### config.mk
export PLATFORM = sky130hd
export DESIGN_NAME = port_ctrl
export DESIGN_NICKNAME = d
export VERILOG_FILES = /design/src/rtl/port_ctrl_pkg.sv /design/src/rtl/port_decode.sv /design/src/rtl/mail_slot.sv /design/src/rtl/out_stage.sv /design/src/rtl/port_ctrl.sv
export SDC_FILE = /design/constraint.sdc
export NUM_CORES = 1
export LEC_CHECK = 0
export BUFFER_PORTS_ARGS = -buffer_cell sky130_fd_sc_hd__buf_2
export CAP_MARGIN = 25
export CORE_ASPECT_RATIO = 0.8
export CORE_MARGIN = 1
export CORE_UTILIZATION = 47
export CTS_CLUSTER_SIZE = 14
export DETAILED_ROUTE_END_ITERATION = 6
export GPL_ROUTABILITY_DRIVEN = 0
export HOLD_SLACK_MARGIN = 0.1
export PLACE_DENSITY = 0.8
export SYNTH_ARGS = -nofsm -noshare
export SYNTH_HDL_FRONTEND = slang
export SYNTH_SLANG_ARGS = --single-unit
### constraint.sdc
create_clock -name clk -period 2.75 [get_ports clk]
set_input_delay 0.4125 -clock clk [delete_from_list [all_inputs] [get_ports clk]]
set_output_delay 0.4125 -clock clk [all_outputs]
set_load 0.02 [all_outputs]
### src/rtl/port_ctrl_pkg.sv
package port_ctrl_pkg;

    localparam int DATA_W = 36;

    typedef struct packed {
        logic cs_n;
        logic wr_sel;
        logic en;
        logic mbx_sel;
    } port_ctl_t;

    typedef enum logic [2:0] {
        OP_NONE    = 3'd0,
        OP_PUSH    = 3'd1,
        OP_POP     = 3'd2,
        OP_MAIL_WR = 3'd3,
        OP_MAIL_RD = 3'd4
    } port_op_e;

    // Cycle type requested by the control pins, before any ready gating.
    function automatic port_op_e decode_op(port_ctl_t c);
        port_op_e op;
        op = OP_NONE;
        if (!c.cs_n && c.en) begin
            case ({c.wr_sel, c.mbx_sel})
                2'b10:   op = OP_PUSH;
                2'b11:   op = OP_MAIL_WR;
                2'b00:   op = OP_POP;
                default: op = OP_MAIL_RD;
            endcase
        end
        return op;
    endfunction

    function automatic logic drives_pins(port_ctl_t c);
        return !c.cs_n && !c.wr_sel;
    endfunction

endpackage

### src/rtl/port_decode.sv
module port_decode
    import port_ctrl_pkg::*;
(
    input  logic      rst,
    input  port_ctl_t ctl,
    input  logic      wr_ready,
    input  logic      rd_ready,
    output logic      push,
    output logic      pop,
    output logic      mail_wr,
    output logic      mail_rd,
    output logic      oe
);
    port_op_e op;

    always_comb begin
        op      = decode_op(ctl);
        push    = !rst && (op == OP_PUSH) && wr_ready;
        pop     = !rst && (op == OP_POP) && rd_ready;
        mail_wr = !rst && (op == OP_MAIL_WR);
        mail_rd = !rst && (op == OP_MAIL_RD);
        oe      = drives_pins(ctl);
    end
endmodule

### src/rtl/mail_slot.sv
module mail_slot #(
    parameter int W = 36
) (
    input  logic         clk,
    input  logic         rst,
    input  logic         wr,
    input  logic [W-1:0] wr_data,
    input  logic         rd,
    output logic [W-1:0] data,
    output logic         empty
);
    always_ff @(posedge clk) begin
        if (rst) begin
            data  <= '0;
            empty <= 1'b1;
        end else if (wr) begin
            data  <= wr_data;
            empty <= 1'b0;
        end else if (rd) begin
            empty <= 1'b1;
        end
    end
endmodule

### src/rtl/out_stage.sv
module out_stage #(
    parameter int W = 36
) (
    input  logic         clk,
    input  logic         rst,
    input  logic         pop,
    input  logic [W-1:0] pop_data,
    input  logic [W-1:0] mail_data,
    input  logic         mbx_sel,
    output logic [W-1:0] dout
);
    logic [W-1:0] fifo_q;

    always_ff @(posedge clk) begin
        if (rst)      fifo_q <= '0;
        else if (pop) fifo_q <= pop_data;
    end

    always_comb dout = mbx_sel ? mail_data : fifo_q;
endmodule

### src/rtl/port_ctrl.sv
module port_ctrl
    import port_ctrl_pkg::*;
#(
    parameter int W = DATA_W
) (
    input  logic         clk,
    input  logic         rst,
    input  logic         cs_n,
    input  logic         wr_sel,
    input  logic         en,
    input  logic         mbx_sel,
    input  logic [W-1:0] din,
    output logic [W-1:0] dout,
    output logic         dout_oe,
    input  logic         fifo_wr_ready,
    output logic         fifo_push,
    output logic [W-1:0] fifo_push_data,
    input  logic         fifo_rd_ready,
    output logic         fifo_pop,
    input  logic [W-1:0] fifo_pop_data,
    output logic [W-1:0] mail_out_data,
    output logic         mail_out_empty,
    input  logic         far_mail_rd,
    input  logic         far_mail_wr,
    input  logic [W-1:0] far_mail_data,
    output logic         mail_in_empty
);
    port_ctl_t    ctl;
    logic         mail_wr;
    logic         mail_rd;
    logic [W-1:0] mail_in_data;

    always_comb begin
        ctl.cs_n    = cs_n;
        ctl.wr_sel  = wr_sel;
        ctl.en      = en;
        ctl.mbx_sel = mbx_sel;
    end

    assign fifo_push_data = din;

    port_decode u_decode (
        .rst      (rst),
        .ctl      (ctl),
        .wr_ready (fifo_wr_ready),
        .rd_ready (fifo_rd_ready),
        .push     (fifo_push),
        .pop      (fifo_pop),
        .mail_wr  (mail_wr),
        .mail_rd  (mail_rd),
        .oe       (dout_oe)
    );

    // Written here, read by the far port.
    mail_slot #(.W(W)) u_mail_out (
        .clk     (clk),
        .rst     (rst),
        .wr      (mail_wr),
        .wr_data (din),
        .rd      (far_mail_rd),
        .data    (mail_out_data),
        .empty   (mail_out_empty)
    );

    // Written by the far port, read here.
    mail_slot #(.W(W)) u_mail_in (
        .clk     (clk),
        .rst     (rst),
        .wr      (far_mail_wr),
        .wr_data (far_mail_data),
        .rd      (mail_rd),
        .data    (mail_in_data),
        .empty   (mail_in_empty)
    );

    out_stage #(.W(W)) u_out (
        .clk       (clk),
        .rst       (rst),
        .pop       (fifo_pop),
        .pop_data  (fifo_pop_data),
        .mail_data (mail_in_data),
        .mbx_sel   (mbx_sel),
        .dout      (dout)
    );
endmodule

# Word level (Yosys, flattened, before mapping)
# Cells that the tools add are included.
# word_totals
reg_bits,110
out_inout_bits,113
# classes
eq_ne,6
mux,7
n_reduce_logical,14
# ops
cell,n
36-bit 2-to-1 mux,1
3-bit case mux with 3 select lines,1
1-bit logical AND,8
"3-bit by 2-bit == test with 1-bit output, second input constant",2
"2-bit == test, second input constant",2
1-bit 2-to-1 mux,4
2-bit nonzero test,2
"3-bit by 1-bit == test with 1-bit output, second input constant",1
"3-bit == test, second input constant",1
1-bit logical NOT,3
3-bit 2-to-1 mux,1
2-bit logical NOT,1

# Longest topological paths before layout
# Gate-level depths: netlist of the first run.
# depth
word_depth,7
ltp_mapped,9
depth_no_buf,5

# By module
# Synthesis of the first run repeated with hierarchy kept, for this count alone.
# hier_totals
cells_unflattened,443
hier_area_um2,4939.7
# by_module_without_submodules
mod,n_inst,cells_per_inst,area_each_um2,seq_area_each_um2
mail_slot,2,119,1336.3,740.7
out_stage,1,156,1880.6,720.7
port_ctrl,1,36,270.3,0.0
port_decode,1,13,116.4,0.0

# Least setup slack after synthesis of the first run
# Ideal clock, no wire load.
# synth_timing
kind,input-to-output
start,in mbx_sel
end,out fifo_pop
t_arrival_ns,2.246
required_time_ns,2.338
path_slack_ns,0.091
stages,8
n_path_buf,4
cell_sequence,clkbuf_1 -> buf_2 -> inv_1 -> ha_1 -> nand4bb_1 -> clkbuf_1 -> clkbuf_1 -> nor3_1
# synth_via
elab_chain_len,6
word_cells_on_any_way,8
classes_between,eq/ne (3); mux (2); reduce/logical (3)
# synth_lines
item,line_no,source
start: declaration,port_ctrl.sv:11,"input logic mbx_sel,"
2-bit == test or 2-bit logical NOT (tied branches),port_ctrl_pkg.sv:25,"case ({c.wr_sel, c.mbx_sel})"
3-bit case mux with 3 select lines (*),port_ctrl_pkg.sv:25,
3-bit 2-to-1 mux (*),port_ctrl_pkg.sv:24,if (!c.cs_n && c.en) begin
3-bit by 2-bit == test with 1-bit output (*),port_decode.sv:19,pop = !rst && (op == OP_POP) && rd_ready;
1-bit logical AND (*) (2 in series),port_decode.sv:19,
end: declaration,port_ctrl.sv:19,"output logic fifo_pop,"
# Every way passes the cells marked *; elsewhere a longest branch is shown, timed or not.

# Worst setup path after layout of the first run
# layout_timing
start,in wr_sel
end,out fifo_pop
# layout_via
elab_chain_len,6
word_cells_on_any_way,8
classes_between,eq/ne (3); mux (2); reduce/logical (3)
# layout_lines
item,line_no,source
start: declaration,port_ctrl.sv:9,"input logic wr_sel,"
2-bit == test or 2-bit logical NOT (tied branches),port_ctrl_pkg.sv:25,
3-bit case mux with 3 select lines (*),port_ctrl_pkg.sv:25,
3-bit 2-to-1 mux (*),port_ctrl_pkg.sv:24,
3-bit by 2-bit == test with 1-bit output (*),port_decode.sv:19,
1-bit logical AND (*) (2 in series),port_decode.sv:19,
# Marks and branches as above.

==> results.rst, run 1 <==
.. list-table::
   :header-rows: 1

   * - Metric
     - Value
   * - Inst Count DP
     - 836
   * - Die Height
     - 94.3 µm
   * - Period utilization
     - 0.838
   * - Ranking of synthesized cells by area
     - dfxtp_1, mux2i_1, mux2_2, nand2_1, buf_4
   * - Post-Syn Area per Cell
     - 9.38 µm²
   * - Die area
     - 11,100 µm²
   * - Multiplexer area fraction after synthesis
     - 0.225
   * - Most common cell in the netlist
     - dfxtp_1
   * - R2R Setup Slk
     - 2.10 ns
   * - Clock transition at path regs
     - 0.07 ns
   * - Largest delay share family, worst path
     - simple AND/OR/NAND/NOR gates
   * - Total of warnings raised by yosys
     - 0
   * - Transition at the pin with the smallest max-transition slack
     - 0.722 ns
   * - Setup repair bufs after CTS
     - 0
   * - Standard cell area after detailed placement
     - 5970 µm²
   * - Area of the core
     - 10,300 µm²
   * - Total clock sinks
     - 110
   * - Area share of the largest cell type after synthesis
     - 0.440
   * - Maximum number of pins on one net before global-route repair
     - 78
   * - Aggregate negative setup slack
     - 0 ns
   * - Final wirelength
     - 12,700 µm
   * - Adder-cell share of the synthesized area
     - 0.00749
   * - Setup Slack @ Placement
     - 0.491 ns
   * - Share of synthesized registers carrying an async set or reset
     - 0
   * - Total of endpoints with negative setup slack in the final report
     - 0
   * - Static leakage
     - 3.16 nW
   * - PwrDens
     - 566 nW/µm²
   * - Final critical delay including setup and external delays
     - 2.30 ns
   * - Max Clock Skew
     - 0 ns
   * - Power, Total
     - 3.56 mW
   * - Vias per inst
     - 5.09
   * - Post-detailed-route count of antenna-violating nets
     - 0
   * - Insertion delay to the later sink of the worst-skew pair
     - 0.35 ns
   * - N_diodes
     - 0
   * - Slew margin rel.
     - 0.519
   * - Achievable clock frequency
     - 434 MHz
   * - Effective utilization at floorplan
     - 0.485
   * - Proportion of synthesized chip area in sequential cells
     - 0.440
   * - Biggest cell delay along the critical path
     - 0.53 ns
   * - GRT Total Usage
     - 0.230
   * - Fraction of layout instances using a drive strength above 1
     - 0.419
   * - Result of the run
     - completed
   * - Max stage delay cell, worst path
     - or3b_1
   * - Tightest Hold Check Type
     - in -> reg
   * - Area fraction in and, or, nand and nor cells after synthesis
     - 0.168
   * - Netlist cell types
     - 25
   * - Number of cells in the finished layout apart from fillers
     - 852
   * - Total overflow reported by the global router
     - 0
   * - CTS root buffer
     - clkbuf_16
   * - Hold-fix buffer count after cts
     - 0
   * - Violation count after the first detailed-routing iteration
     - 198
   * - Deepest clock path buffer count
     - 2
   * - Top post-synthesis cells by count
     - dfxtp_1, nand2_1, mux2i_1
   * - XOR/XNOR share of the synthesized area
     - 0
   * - Cell type with the highest aggregate area in the netlist
     - dfxtp_1
   * - Number of remaining DRC errors
     - 0
   * - Worst path bufs/invs
     - 3
   * - Critical-path maximum fanout
     - 8
   * - Max-cap violation count
     - 0
   * - Number of optimization iterations in the first detailed-route pass
     - 4
   * - Die Span X
     - 117 µm
   * - Post-synth EDFFs
     - 0
   * - TritonCTS clock tree
     - yes
   * - Netlist Area Pre-Place
     - 5010 µm²
   * - Startpoint class of the critical path
     - primary input
   * - Share of the synthesized area in compound gates (AO/OA/AOI/OAI)
     - 0.0570
   * - Quantity of gates resized following cts
     - 0
   * - Layout Area Growth over Synthesis
     - 25.7%
   * - Top FF cell, synth
     - dfxtp_1
   * - Antenna violations before repair
     - 0
   * - Number of nets in the final layout
     - 828
   * - Hold violation count in the final report
     - 0
   * - Total clock buffers created by CTS
     - 9
   * - First-pass GRT wire length
     - 20,400 µm
   * - Type of destination of the critical path
     - output port
   * - Detailed-placement wirelength estimate
     - 9340 µm
   * - Max IR drop VDD
     - 0.336 mV
   * - Total number of vias
     - 4,334
   * - Area of all placed cells without fillers
     - 6300 µm²
   * - Critical Path Most Common Cell
     - buf_2
   * - Post-Synthesis Net Count
     - 655
   * - Critical Path AT
     - 1.89 ns
   * - Synthesized netlist cell count
     - 534
   * - CTS H-Tree Depth
     - 3
   * - Setup repair after global routing missed its margin
     - no
   * - Final worst-path setup slack
     - 0.445 ns
   * - Largest family of logic cells by synthesized area
     - multiplexers
   * - Final-report max-slew violation count
     - 0
   * - Via count of the first global-routing pass
     - 4,278
   * - Post-detailed-route wirelength per cell
     - 14.9 µm
   * - Seq cells post-synth
     - 110
   * - Number of top-level design ports
     - 231
   * - Port Buffer Count
     - 230
   * - Data required, critical path
     - 2.34 ns
   * - Cells along the critical path
     - buf_2 -> inv_1 -> ha_1 -> or3b_1 -> nor3_1 -> buf_2
   * - Critical setup path kind
     - in -> out
   * - Count of standard-cell rows
     - 33
==> layout make-up <==
class	count	area, µm²
flip-flops and latches	110	2200
multi-input cells	341	2310
fillers	921	4030
clock buffers	9	225
well taps	140	175
clock inverters	7	104
repair buffers	242	1270
inverters	3	12.5
==> worst min-delay path, delay by kind of cell <==
kind	cells	cell delay, ns
AND/OR/NAND/NOR	2	0.10
buffers and inverters	1	0.08
==> stage by stage <==
| step | utilization | hold slack [ns] |
|---|---|---|
| after floorplan | - | 0.454 |
| after global placement | 0.578 | 0.440 |
| after detailed placement | 0.578 | 0.450 |
| after CTS | 0.610 | 0.263 |
| after global routing | 0.610 | 0.276 |
| final | 0.610 | 0.276 |
==> logic make-up (layout without fill, tap and decap cells) <==
kind of cell / count (synthesis) / after routing
buffers and inverters: 83 / 261
AOI/OAI and AO/OA: 39 / 39
DFF: 110 / 110
adders and majority gates: 3 / 3
and+or+nand+nor: 191 / 191
muxes: 108 / 108
==> metal layers <==
layer | track usage | wire length, µm
met4 | 0.0768 | 156
met3 | 0.0531 | 687
met5 | 0 | 0
met2 | 0.406 | 6460
met1 | 0.277 | 5390
==> where the power goes <==
| part | leakage [nW] | switching [mW] | internal (mW) | total [mW] |
|---|---|---|---|---|
| sequential | 0.895 | 0.0236 | 1.64 | 1.66 |
| combinational | 2.11 | 0.291 | 0.201 | 0.492 |
| clock | 0.154 | 0.598 | 0.809 | 1.41 |
| total | 3.16 | 0.913 | 2.65 | 3.56 |
==> worst paths after layout <==
check | startpoint | depth (start not counted) | end
min | fifo_pop_data[9] | 3 | u_out.fifo_q[9]
max reg2reg | u_mail_in.data[32] | 2 | u_mail_in.data[32]
max | wr_sel | 6 | fifo_pop
min reg2reg | u_mail_out.data[16] | 2 | u_mail_out.data[16]
==> registers in the layout, summed over array words and instances (netlist names) <==
name,cells
u_mail_in.data,36
u_mail_out.data,36
u_out.fifo_q,36
u_mail_in.empty,1
u_mail_out.empty,1
==> placed cells by master, fill, tap and decap left out, drive strengths merged <==
cell	Yosys	routed
a21oi	1	1
buf	55	242
bufinv	0	2
clkbuf	25	9
clkinv	0	2
clkinvlp	0	2
dfxtp	110	110
ha	3	3
inv	3	4
mux2	36	36
mux2i	72	72
nand2	108	108
nand3	22	22
nand4	14	14
nand4bb	1	1
nor2	39	39
nor3	1	1
nor3b	1	1
nor4b	1	1
nor4bb	3	3
o211ai	36	36
o21ai	2	2
or3b	1	1
(Power assumes the default switching activity.)
==> run 2: changes to the inputs <==
CORE_UTILIZATION = 42   (was 47)
PLACE_DENSITY = 0.76   (was 0.8)
clock period = 2.1 ns   (was 2.75 ns; I/O delays follow)
==> run 2 against run 1 <==
  * Cell area grew 0.76%
  * Flip-flop and latch count is the same
  * Largest cell class unchanged
  * Critical path depth grew 1
  * Final cell count grew 1.3%
  * Routed wire length grew 3.1%
  * Combinational power grew 34%
  * First-iteration DRC count grew 19%
  * Utilization shrank 6.1 points
  * Clock power grew 17%
  * Sequential power grew 31%
  * Register-to-register slack lost 0.66 ns
  * Power grew 26%
  * Largest power group unchanged
==> results.rst, run 2 (synthesized netlist as in run 1, its figures left out) <==
.. list-table::
   :header-rows: 1

   * - Metric
     - Value
   * - Aggregate negative setup slack
     - 0 ns
   * - Hold Worst Slack
     - 0.178 ns
   * - M2 GR Usage
     - 0.343
   * - Post-detailed-route count of antenna-violating nets
     - 0
   * - Transition at the pin with the smallest max-transition slack
     - 0.457 ns
   * - Result of the run
     - completed
   * - Via count of the first global-routing pass
     - 4,188
   * - Post-detailed-route wirelength per cell
     - 15.2 µm
   * - Insertion delay to the later sink of the worst-skew pair
     - 0.35 ns
   * - Port Buffer Count
     - 230
   * - Total clock buffers created by CTS
     - 9
   * - CTS H-Tree Depth
     - 3
   * - Number of cells in the finished layout apart from fillers
     - 863
   * - Met1 Resource Use GR
     - 0.268
   * - Final critical delay including setup and external delays
     - 1.97 ns
   * - Startpoint class of the critical path
     - primary input
   * - Critical Path AT
     - 1.65 ns
   * - Max IR drop VDD
     - 0.344 mV
   * - Setup crit start
     - wr_sel
   * - Critical setup path kind
     - in -> out
   * - Total of endpoints with negative setup slack in the final report
     - 0
   * - Quantity of gates resized following cts
     - 0
   * - CTS root buffer
     - clkbuf_16
   * - Total number of vias
     - 4,333
   * - Period utilization
     - 0.937
   * - Final-report max-slew violation count
     - 0
   * - Number of top-level design ports
     - 231
   * - Most common cell after layout, fill and taps aside
     - buf_2
   * - Met3 usage
     - 0.0442
   * - Worst min-delay path startpoint
     - fifo_pop_data[27]
   * - Largest registers in the final layout
     - u_mail_in.data (36), u_mail_out.data (36), u_out.fifo_q (36)
   * - Layer carrying the most global-route usage
     - met2
   * - Start of the worst register-to-register path
     - u_mail_in.data[31]
   * - Static leakage
     - 3.18 nW
   * - Achievable clock frequency
     - 508 MHz
   * - Layout Area Growth over Synthesis
     - 26.7%
   * - Max Clock Skew
     - 0 ns
   * - Deepest clock path buffer count
     - 2
   * - GRT Total Usage
     - 0.210
   * - Effective utilization at floorplan
     - 0.433
   * - Inst Count DP
     - 847
   * - Crit Reg-Reg Endpoint
     - u_mail_in.data[31]
   * - Total overflow reported by the global router
     - 0
   * - Critical-path maximum fanout
     - 4
   * - PwrDens
     - 709 nW/µm²
   * - Critical path endpoint
     - fifo_push
   * - TritonCTS clock tree
     - yes
   * - Hold-fix buffer count after cts
     - 0
   * - Fill cells
     - 1,067
   * - Number of optimization iterations in the first detailed-route pass
     - 4
   * - Data required, critical path
     - 1.78 ns
   * - Tightest Hold Check Type
     - in -> reg
   * - Max-cap violation count
     - 0
   * - Die Height
     - 99.7 µm
   * - Final core utilization
     - 0.549
   * - Setup repair after global routing missed its margin
     - no
   * - Die area
     - 12,400 µm²
   * - Area of the core
     - 11,600 µm²
   * - Maximum number of pins on one net before global-route repair
     - 48
   * - Final wirelength
     - 13,100 µm
   * - Power, Total
     - 4.49 mW
   * - Number of remaining DRC errors
     - 0
   * - Type of destination of the critical path
     - output port
   * - Violation count after the first detailed-routing iteration
     - 235
   * - Area used by multi-input combinational logic
     - 2330 µm²
   * - Count of standard-cell rows
     - 35
   * - First-pass GRT wire length
     - 20,400 µm
   * - Number of nets in the final layout
     - 831
   * - Detailed-placement wirelength estimate
     - 9780 µm
   * - Slew margin rel.
     - 0.695
   * - Hold violation count in the final report
     - 0
   * - Fraction of layout instances using a drive strength above 1
     - 0.424
   * - Clock transition at path regs
     - 0.08 ns
   * - R2R Setup Slk
     - 1.44 ns
   * - Antenna violations before repair
     - 0
   * - Sequential cell area in the final layout
     - 2200 µm²
   * - Total clock sinks
     - 110
   * - Die Span X
     - 124 µm
   * - Setup repair bufs after CTS
     - 0
   * - N_diodes
     - 0
   * - Vias per inst
     - 5.02
   * - Worst reg2reg path depth
     - 2
   * - Commonest non-fill, non-tap cells in the layout
     - buf_2, dfxtp_1, nand2_1, mux2i_1, nor2_1
[run 2: changes by cell type in the layout (fill, tap and decap cells not counted)]
cell	change
clkinv_4	+2
bufinv_16	-2
buf_12	+3
nand4bb_2	+1
nor3_1	-1
clkinvlp_4	-1
nor3_4	+1
inv_8	+1
nand4bb_1	-1
[run 2: metrics by stage]
stage,cell area [µm²],setup WS [ns]
4_1_cts,6340,0.123
5_1_grt,6340,0.00169
3_5_place_dp,6050,0.0636
3_3_place_gp,6050,0.113
2_1_floorplan,5020,0.0401
6_report,6340,0.133
[run 2: where the power goes]
group	switching [mW]	internal (mW)	total (mW)
registers	0.0317	2.15	2.18
logic	0.386	0.275	0.661
clock network	0.821	0.833	1.65
total	1.24	3.26	4.49
[run 2: worst min-delay path by stage]
| stage | end | slack [ns] | depth (start not counted) |
|---|---|---|---|
| after global placement | u_mail_out.data[35] | 0.44 | 2 |
| after global routing | u_out.fifo_q[10] | 0.17 | 3 |
| after floorplan | u_out.fifo_q[0] | 0.44 | 2 |
| final | u_out.fifo_q[27] | 0.18 | 3 |
| after detailed placement | u_mail_out.data[2] | 0.45 | 2 |
| after CTS | u_out.fifo_q[33] | 0.16 | 3 |
[run 2: routing by layer]
metal | routed length [µm] | share of wire | vias up
li1 | - | - | 2152
met1 | 5750 | 0.44 | 2020
met2 | 6280 | 0.48 | 134
met3 | 697 | 0.053 | 27
met4 | 360 | 0.028 | 0
met5 | 0 | 0 | -
[run 2: area by class of cell]
cell class	count	area share
clock buffers	9	0.0355
clock inverters	7	0.0103
inverters	3	0.00197
multi-input cells	341	0.367
flip-flops and latches	110	0.347
well taps	148	0.0292
repair buffers	245	0.209
[run 2: critical path, cell delays in order]
cell and delay [ns]:
buf_2 0.12, inv_1 0.05, ha_1 0.20, buf_4 0.14, nor4b_4 0.21, nor4bb_1 0.37
buf_2 0.23
==> run 3: changes to the inputs <==
ABC_AREA = 1   (was default)
CORE_UTILIZATION = 43   (was 42)
PLACE_DENSITY = 0.77   (was 0.76)
==> run 3 against run 2 <==
  * Fmax up 12%
  * Clock power barely moved
  * Synthesized cell count grew 39%
  * Highest routed layer unchanged
  * Cell area is 1.9% higher
  * Synthesized area up 5.4%
  * Largest power group unchanged
  * Clock skew is the same
  * Sequential power barely moved
==> results.rst, run 3 <==
.. list-table::
   :header-rows: 1

   * - Metric
     - Value
   * - Number of nets in the final layout
     - 1,035
   * - Number of optimization iterations in the first detailed-route pass
     - 4
   * - Achievable clock frequency
     - 569 MHz
   * - Post-synth EDFFs
     - 0
   * - Top post-synthesis cells by count
     - nand2_1, nor2_1, dfxtp_1
   * - Die Height
     - 101 µm
   * - Tightest Hold Check Type
     - in -> reg
   * - Final critical delay including setup and external delays
     - 1.76 ns
   * - Final-report max-slew violation count
     - 0
   * - Proportion of synthesized chip area in sequential cells
     - 0.417
   * - Number of remaining DRC errors
     - 0
   * - Transition at the pin with the smallest max-transition slack
     - 0.672 ns
   * - Fill cells
     - 1,164
   * - Violation count after the first detailed-routing iteration
     - 150
   * - Deepest clock path buffer count
     - 2
   * - Hold violation count in the final report
     - 0
   * - M2 GR Usage
     - 0.371
   * - Netlist cell types
     - 24
   * - Slew margin rel.
     - 0.551
   * - GRT Total Usage
     - 0.207
   * - Ranking of synthesized cells by area
     - dfxtp_1, nand2_1, nor2_1, buf_4, nand3_2
   * - Period utilization
     - 0.837
   * - Hold-fix buffer count after cts
     - 0
   * - Effective utilization at floorplan
     - 0.450
   * - Die area
     - 12,700 µm²
   * - Total of endpoints with negative setup slack in the final report
     - 0
   * - Most common cell after layout, fill and taps aside
     - buf_2
   * - Largest registers in the final layout
     - u_mail_in.data (36), u_mail_out.data (36), u_out.fifo_q (36)
   * - Post-detailed-route wirelength per cell
     - 12.2 µm
   * - N_diodes
     - 0
   * - Static leakage
     - 3.37 nW
   * - Via count of the first global-routing pass
     - 4,601
   * - Total clock buffers created by CTS
     - 9
   * - Final wirelength
     - 13,100 µm
   * - Total number of vias
     - 4,941
   * - R2R Setup Slk
     - 1.44 ns
   * - Insertion delay to the later sink of the worst-skew pair
     - 0.33 ns
   * - Quantity of gates resized following cts
     - 0
   * - Post-Syn Area per Cell
     - 7.13 µm²
   * - Number of cells in the finished layout apart from fillers
     - 1,066
   * - Post-Synthesis Net Count
     - 862
   * - Max IR drop VDD
     - 0.411 mV
   * - Maximum number of pins on one net before global-route repair
     - 46
   * - Antenna violations before repair
     - 0
   * - Cell type with the highest aggregate area in the netlist
     - dfxtp_1
   * - Max-cap violation count
     - 0
   * - Post-detailed-route count of antenna-violating nets
     - 0
   * - Port Buffer Count
     - 230
   * - Max Clock Skew
     - 0 ns
   * - CTS root buffer
     - clkbuf_16
   * - PwrDens
     - 707 nW/µm²
   * - Seq cells post-synth
     - 110
   * - Startpoint class of the critical path
     - primary input
   * - Critical setup path kind
     - in -> out
   * - Type of destination of the critical path
     - output port
   * - Critical-path maximum fanout
     - 4
   * - Result of the run
     - completed
   * - Commonest non-fill, non-tap cells in the layout
     - buf_2, nand2_1, nor2_1, dfxtp_1, inv_1
   * - Layer carrying the most global-route usage
     - met2
   * - Setup repair after global routing missed its margin
     - no
   * - Inst Count DP
     - 1,051
   * - TritonCTS clock tree
     - yes
   * - Top FF cell, synth
     - dfxtp_1
   * - Clock transition at path regs
     - 0.07 ns
   * - First-pass GRT wire length
     - 21,400 µm
   * - Netlist Area Pre-Place
     - 5280 µm²
   * - Synthesized netlist cell count
     - 741
   * - Critical Path AT
     - 1.44 ns
   * - Die Span X
     - 126 µm
   * - Layout Area Growth over Synthesis
     - 22.4%
   * - Setup repair bufs after CTS
     - 0
   * - Met3 usage
     - 0.0462
   * - Total clock sinks
     - 110
   * - Total overflow reported by the global router
     - 0
   * - Share of synthesized registers carrying an async set or reset
     - 0
   * - Data required, critical path
     - 1.78 ns
   * - Area of the core
     - 11,700 µm²
   * - Area share of the largest cell type after synthesis
     - 0.417
   * - Number of top-level design ports
     - 231
   * - Total of warnings raised by yosys
     - 0
   * - Count of standard-cell rows
     - 35
   * - Aggregate negative setup slack
     - 0 ns
   * - Most common cell in the netlist
     - nand2_1
   * - Vias per inst
     - 4.64
   * - CTS H-Tree Depth
     - 3
   * - Met1 Resource Use GR
     - 0.256
   * - Fraction of layout instances using a drive strength above 1
     - 0.327
   * - Detailed-placement wirelength estimate
     - 9250 µm
## run 3: final timing paths
kind	start	end	depth (start not counted)
setup / recovery	wr_sel	fifo_push	7
hold / removal	far_mail_rd	u_mail_out.empty	3
setup reg to reg	u_mail_in.empty	u_mail_in.empty	3
hold reg to reg	u_mail_out.data[18]	u_mail_out.data[18]	2
## run 3: through the flow
| step | total power [mW] | hold slack, ns | area (µm²) | setup WS, ns | util |
|---|---|---|---|---|---|
| after floorplan | 2.73 | 0.440 | 5280 | 0.0235 | - |
| after global placement | 2.94 | 0.445 | 6170 | 0.382 | 0.526 |
| after detailed placement | 2.95 | 0.452 | 6170 | 0.327 | 0.526 |
| after CTS | 4.61 | 0.181 | 6460 | 0.319 | 0.551 |
| after global routing | 4.78 | 0.191 | 6460 | 0.232 | 0.551 |
| final | 4.57 | 0.194 | 6460 | 0.342 | 0.551 |
## run 3: layout make-up
cell class              count  area (µm²)  area share
multi-input cells         498        2290       0.355
flip-flops and latches    110        2200       0.341
clock buffers              10         229      0.0354
repair buffers            243        1300       0.201
inverters                  52         195      0.0302
clock inverters             5        58.8     0.00910
well taps                 148         185      0.0287
## run 3: worst max-delay path, stage by stage
cell and delay [ns]:
buf_2 0.12, inv_1 0.05, ha_1 0.25, nor2_2 0.19, inv_2 0.10, nor4_1 0.21, buf_2 0.20
## run 3: routing by layer
| layer | part of all wire | vias up |
|---|---|---|
| met2 | 0.48 | 175 |
| li1 | - | 2587 |
| met5 | 0 | - |
| met3 | 0.054 | 6 |
| met1 | 0.46 | 2173 |
| met4 | 0.0086 | 0 |
## run 3: where the power goes
| group | switching [mW] | internal [mW] | leakage (nW) |
|---|---|---|---|
| sequential | 0.0326 | 2.16 | 0.897 |
| clock | 0.748 | 0.922 | 0.135 |
| combinational | 0.451 | 0.253 | 2.34 |
## run 3: cells by family after synthesis
kind of cell	synth area share
AO/OA/AOI/OAI	0.0630
adder cells (fa/ha/maj)	0.00711
buffers and inverters	0.149
flip-flops	0.417
AND/OR/NAND/NOR	0.364
